===== src/rtl/frc_pkg.sv =====
package frc_pkg;
  localparam int unsigned GRAY_W  = 4;
  localparam int unsigned NIB_W   = 4;
  localparam int unsigned NUM_PAT = 8;
  localparam int unsigned PAT_AW  = $clog2(NUM_PAT);
  localparam int unsigned MAX_DEN = 7;
  localparam int unsigned PAT_W   = NIB_W * MAX_DEN;
  localparam int unsigned NUM_DEN = 5;
  localparam int unsigned PH_W    = $clog2(MAX_DEN);
  localparam int unsigned SH_W    = $clog2(PAT_W);

  // cycle length of each phase counter slot
  function automatic int unsigned slot_den(input int unsigned s);
    case (s)
      0: return 2;
      1: return 3;
      2: return 4;
      3: return 5;
      default: return 7;
    endcase
  endfunction

  // phase counter slot used by each pattern register
  function automatic int unsigned pat_slot(input int unsigned r);
    case (r)
      0: return 0;
      1: return 1;
      2: return 2;
      3, 4: return 3;
      default: return 4;
    endcase
  endfunction

  typedef struct packed {
    logic              fixed;
    logic              fixed_val;
    logic              inv;
    logic [PAT_AW-1:0] sel;
  } gmap_t;

  function automatic gmap_t gray_map(input logic [GRAY_W-1:0] g);
    gmap_t m;
    m = '0;
    case (g)
      4'd0:  begin m.fixed = 1'b1; m.fixed_val = 1'b0; end
      4'd15: begin m.fixed = 1'b1; m.fixed_val = 1'b1; end
      4'd14: m.sel = 3'd7;
      4'd13: m.sel = 3'd4;
      4'd12: m.sel = 3'd2;
      4'd11: m.sel = 3'd6;
      4'd10: m.sel = 3'd1;
      4'd9:  m.sel = 3'd3;
      4'd8:  m.sel = 3'd5;
      4'd7:  begin m.sel = 3'd0; m.inv = 1'b1; end
      4'd6:  begin m.sel = 3'd5; m.inv = 1'b1; end
      4'd5:  begin m.sel = 3'd3; m.inv = 1'b1; end
      4'd4:  begin m.sel = 3'd1; m.inv = 1'b1; end
      4'd3:  begin m.sel = 3'd2; m.inv = 1'b1; end
      4'd2:  begin m.sel = 3'd4; m.inv = 1'b1; end
      default: begin m.sel = 3'd7; m.inv = 1'b1; end
    endcase
    return m;
  endfunction
endpackage


===== src/rtl/frc_pattern_bank.sv =====
module frc_pattern_bank
  import frc_pkg::*;
(
  input  logic                            clk_i,
  input  logic                            rst_ni,
  input  logic                            wr_en_i,
  input  logic [PAT_AW-1:0]               wr_addr_i,
  input  logic [PAT_W-1:0]                wr_data_i,
  input  logic                            commit_i,
  output logic [NUM_PAT-1:0][PAT_W-1:0]   active_o
);
  for (genvar g = 0; g < NUM_PAT; g++) begin : g_pat
    localparam int unsigned LEN = NIB_W * slot_den(pat_slot(g));
    localparam logic [PAT_W-1:0] MASK = (LEN >= PAT_W) ? {PAT_W{1'b1}}
                                      : ((PAT_W'(1) << LEN) - PAT_W'(1));
    logic [PAT_W-1:0] stage_q, act_q;

    always_ff @(posedge clk_i or negedge rst_ni) begin
      if (!rst_ni) begin
        stage_q <= '0;
        act_q   <= '0;
      end else begin
        if (wr_en_i && wr_addr_i == PAT_AW'(g)) stage_q <= wr_data_i & MASK;
        if (commit_i) act_q <= stage_q;
      end
    end
    assign active_o[g] = act_q;
  end
endmodule


===== src/rtl/frc_frame_phase.sv =====
module frc_frame_phase
  import frc_pkg::*;
(
  input  logic                          clk_i,
  input  logic                          rst_ni,
  input  logic                          sof_i,
  output logic [NUM_DEN-1:0][PH_W-1:0]  phase_o
);
  logic started_q;
  logic adv;

  always_ff @(posedge clk_i or negedge rst_ni) begin
    if (!rst_ni)    started_q <= 1'b0;
    else if (sof_i) started_q <= 1'b1;
  end
  // first frame after reset keeps phase 0
  assign adv = sof_i & started_q;

  for (genvar s = 0; s < NUM_DEN; s++) begin : g_cnt
    localparam logic [PH_W-1:0] LAST = PH_W'(slot_den(s) - 1);
    logic [PH_W-1:0] cnt_q;

    always_ff @(posedge clk_i or negedge rst_ni) begin
      if (!rst_ni)  cnt_q <= '0;
      else if (adv) cnt_q <= (cnt_q == LAST) ? '0 : cnt_q + PH_W'(1);
    end
    assign phase_o[s] = cnt_q;
  end
endmodule


===== src/rtl/frc_dither.sv =====
module frc_dither
  import frc_pkg::*;
#(
  parameter int unsigned X_W = 11
) (
  input  logic                 clk_i,
  input  logic                 rst_ni,
  input  logic                 pix_valid_i,
  input  logic [GRAY_W-1:0]    gray_i,
  input  logic [X_W-1:0]       pix_x_i,
  input  logic                 sof_i,
  input  logic                 wr_en_i,
  input  logic [PAT_AW-1:0]    wr_addr_i,
  input  logic [PAT_W-1:0]     wr_data_i,
  output logic                 pix_o
);
  localparam int unsigned POS_W = $clog2(NIB_W);

  logic [NUM_PAT-1:0][PAT_W-1:0]  pat_act;
  logic [NUM_DEN-1:0][PH_W-1:0]   phase;

  gmap_t            map;
  logic [PAT_W-1:0] pat_sel;
  logic [2:0]       slot;
  int unsigned      den;
  logic [PH_W-1:0]  k;
  logic [SH_W-1:0]  sh;
  logic [NIB_W-1:0] nib;
  logic [POS_W-1:0] pos;
  logic             bit_on, pix_d, pix_q;
  logic             x_unused;

  frc_pattern_bank u_bank (
    .clk_i    (clk_i),
    .rst_ni   (rst_ni),
    .wr_en_i  (wr_en_i),
    .wr_addr_i(wr_addr_i),
    .wr_data_i(wr_data_i),
    .commit_i (sof_i),
    .active_o (pat_act)
  );

  frc_frame_phase u_phase (
    .clk_i  (clk_i),
    .rst_ni (rst_ni),
    .sof_i  (sof_i),
    .phase_o(phase)
  );

  assign x_unused = ^pix_x_i[X_W-1:POS_W];

  always_comb begin
    map     = gray_map(gray_i);
    pat_sel = pat_act[map.sel];
    slot    = 3'(pat_slot(32'(map.sel)));
    den     = slot_den(32'(slot));
    k       = phase[slot];
    // nibble k counted from the top of a 4*den-bit field
    sh      = SH_W'(NIB_W * (den - 32'(k) - 1));
    nib     = NIB_W'(pat_sel >> sh);
    pos     = pix_x_i[POS_W-1:0];
    bit_on  = nib[POS_W'(NIB_W - 1) - pos];
    pix_d   = map.fixed ? map.fixed_val : (bit_on ^ map.inv);
  end

  always_ff @(posedge clk_i or negedge rst_ni) begin
    if (!rst_ni)          pix_q <= 1'b0;
    else if (pix_valid_i) pix_q <= pix_d;
  end

  assign pix_o = pix_q;
endmodule


===== config.mk =====
export PLATFORM = sky130hd
export DESIGN_NAME = frc_dither
export DESIGN_NICKNAME = d
export VERILOG_FILES = /design/src/rtl/frc_pkg.sv /design/src/rtl/frc_pattern_bank.sv /design/src/rtl/frc_frame_phase.sv /design/src/rtl/frc_dither.sv
export SDC_FILE = /design/constraint.sdc
export NUM_CORES = 1
export LEC_CHECK = 0
export ABC_AREA = 1
export BUFFER_PORTS_ARGS = -buffer_cell sky130_fd_sc_hd__buf_2
export CAP_MARGIN = 40
export CELL_PAD_IN_SITES_DETAIL_PLACEMENT = 1
export CELL_PAD_IN_SITES_GLOBAL_PLACEMENT = 1
export CORE_ASPECT_RATIO = 0.8
export CORE_MARGIN = 4
export CORE_UTILIZATION = 30
export CTS_CLUSTER_SIZE = 8
export DETAILED_ROUTE_END_ITERATION = 7
export GPL_TIMING_DRIVEN = 0
export PLACE_DENSITY_LB_ADDON = 0.15
export SYNTH_ARGS = -nofsm -noshare
export SYNTH_HDL_FRONTEND = slang
export SYNTH_SLANG_ARGS = --single-unit

===== constraint.sdc =====
create_clock -name clk_i -period 3 [get_ports clk_i]
set_input_delay 0.45 -clock clk_i [delete_from_list [all_inputs] [get_ports clk_i]]
set_output_delay 0.45 -clock clk_i [all_outputs]
set_load 0.01 [all_outputs]

==> results.md <==
- Ys async rst share: 1.00
- Power Dens Cells: 790 mW/mm^2
- Placed Cells incl. Taps: 2447
- Setup WS post-layout: 0.146 ns
- Final setup fails: 0
- Die Span Y: 206 um
- Peak VDD IR: 0.395 mV
- Status: complete, no violations
- Synth top cells by count: nand2_1, dfrtp_1, o21ai_0
- Period minus WS final: 2.85 ns
- Mapped Area: 0.0147 sq mm
- # IOs: 52
- Core ar.: 0.0484 sq mm
- Max incr delay on CP: 0.43 ns
- EDFF count, synth: 0
- Count of non-filler cells in the finished layout: 2521
- Vias in the first global route: 12800
- Reg clk slew, reported paths: 0.05 ns
- Fillcell total: 5753
- Total track usage: 0.222
- Clock Sinks: 337
- Cell taking the most area after synthesis: dfrtp_1
- Die width: 255 um
- Clock Skew: 0.0108 ns
- Final Max Tran Viols: 0
- DR vias/cell: 4.98
- Port-buffer cells: 39
- Mapped Nets: 1829
- CTS max path bufs: 3
- Top-count cell post-synth: nand2_1
- Final hold vios: 0
- Clk_lat worst skew: 0.58 ns
- Setup slack at placement: -1.51 ns
- CTS Buf Count: 48
- WL final: 57300 um
- Multi-input logic area: 0.00530 sq mm
- Register area share after synthesis: 0.575
- Max cap viols: 0
- Arr. time, crit path: 3.33 ns
- RSZ-0062 raised after global routing: true
- Synth cell types: 31
- CP max-delay cell: fa_1
- Register area: 0.00843 sq mm
- Initial antenna violation count: 2
- Hpwl dp: 39700 um
- Period utilisation layout: 0.951
- Length of the first detailed-routing pass in iterations: 5
- Max FO, Critical Path: 8
- Design Power: 13.9 mW
- Row cnt: 72
- Initial Util: 0.303
- CTS H-Tree Depth: 2
- Remaining global-route overflow: 0
- Synth top area cells: dfrtp_1, nand2_1, o21ai_0, inv_1, nand3_1
- Synthesized flop and latch total: 337
- Placed cell area: 0.0158 sq mm
- CTS root buffer: clkbuf_16
- Final ANT Viol Nets: 0
- Warnings, synthesis: 0
- Hold_ws: 0.130 ns
- CP dominant cell by count: nand2_1
- Starting DRC count in detailed routing: 1239
- Primary FF master, synth: dfrtp_1
- Fin area: 0.0175 sq mm
- Syn Area/Cell: 8.27 sq um
- Largest net degree at the start of global routing: 112
- Leak Pwr: 8.59 nW
- Slew HR: 0.361
- Routability cong.: 0.824
- Clock tree from TritonCTS: done
- Critical Path End Type: register
- DRC violation count after routing: 0
- Post-Synthesis Cells: 1773
- Via count: 12600
- Max Fclk: 350 MHz
- Critical Path RT: 3.47 ns
- Crit path kind: input pin to register
- Die ar.: 0.0525 sq mm
- Fin util: 0.363
- Kind of start point of the critical path: input pin
- Slew at the pin closest to its max-slew limit: 0.959 ns
- Share of cells above drive strength 1: 0.105
- First-pass GRT wire length: 85400 um
- Nets: 1944
- Synth-to-Final Area Change: 19.5%
- Routed len/inst: 22.7 um
- Inserted Diodes: 0
- Synth top area share: 0.575
- Setup TNS: 0 ns
- Worst hold path type: input pin to register
[critical path: cells and delay by family]
kind | cells | cell delay (ns)
fa+ha+maj | 2 | 0.61
compound gates | 2 | 0.33
buf+inv | 6 | 0.45
simple gates | 15 | 1.46
[repair_timing]
item,4_1_cts,5_1_grt
gates resized for setup,24,47
endpoints found under the setup margin,1,1
endpoints found under the hold margin,43,0
pin swaps,8,19
setup buffers,10,11
hold buffers,1,0
cloned,0,0
[area by class of cell]
class,count,share of cell area
clock buffer,51,0.0709
multi-input combinational,1150,0.302
timing repair buffer,67,0.0290
clock inverter,3,0.00435
tap,629,0.0449
buffer,97,0.0268
sequential,337,0.481
inverter,187,0.0411
[state kept, by name (all words and copies together) (netlist names)]
signal	cells
pix_o	1
u_bank.g_pat.act_q	160
u_bank.g_pat.stage_q	160
u_phase.g_cnt.cnt_q	15
u_phase.started_q	1
[placed cells by master, fill, tap and decap left out, types with 10 or more instances in the layout]
master / synthesis / routed
nand3_1: 134 / 130
nand2_2: 6 / 11
o211ai_1: 10 / 10
clkbuf_1: 76 / 74
a21oi_1: 43 / 42
nand2_1: 581 / 567
dfrtp_1: 337 / 337
inv_1: 181 / 174
buf_2: 15 / 48
nor2_1: 61 / 57
clkbuf_16: 0 / 49
buf_4: 1 / 22
o21ai_0: 274 / 272
[routing by layer]
layer  wire length [um]  GRT usage
met1              28000      0.332
met2              24600      0.333
met3               3680     0.0451
met4               1120     0.0512
met5                 13          0
[power by group]
part           internal (mW)  switching [mW]
logic                  0.974            1.97
registers               5.45           0.454
clock network           2.98            2.02
[path summary, 6_finish.rpt]
kind	startpoint	slack, ns	depth (start not counted)	to
worst max-delay path	gray_i[3]	0.15	25	pix_o$_DFFE_PN0P_
min in group asynchronous	rst_ni	0.38	2	u_bank.g_pat[1].stage_q[5]$_DFFE_PN0P_
worst min-delay path	wr_data_i[27]	0.13	3	u_bank.g_pat[7].stage_q[27]$_DFFE_PN0P_
worst min register to register	u_bank.g_pat[7].act_q[26]$_DFFE_PN0P_	0.46	2	u_bank.g_pat[7].act_q[26]$_DFFE_PN0P_
max in group asynchronous	rst_ni	1.24	4	u_bank.g_pat[6].stage_q[25]$_DFFE_PN0P_
worst max register to register	u_phase.g_cnt[3].cnt_q[0]$_DFFE_PN0P_	0.25	19	pix_o$_DFFE_PN0P_
[kinds of logic after synthesis]
logic type	share of synthesized area
AO/OA/AOI/OAI	0.123
XOR/XNOR	0.00239
adder cells (fa/ha/maj)	0.00478
buffers and inverters	0.0773
flip-flops	0.575
AND/OR/NAND/NOR	0.218
Note: power is estimated with default switching activity, not from simulation.
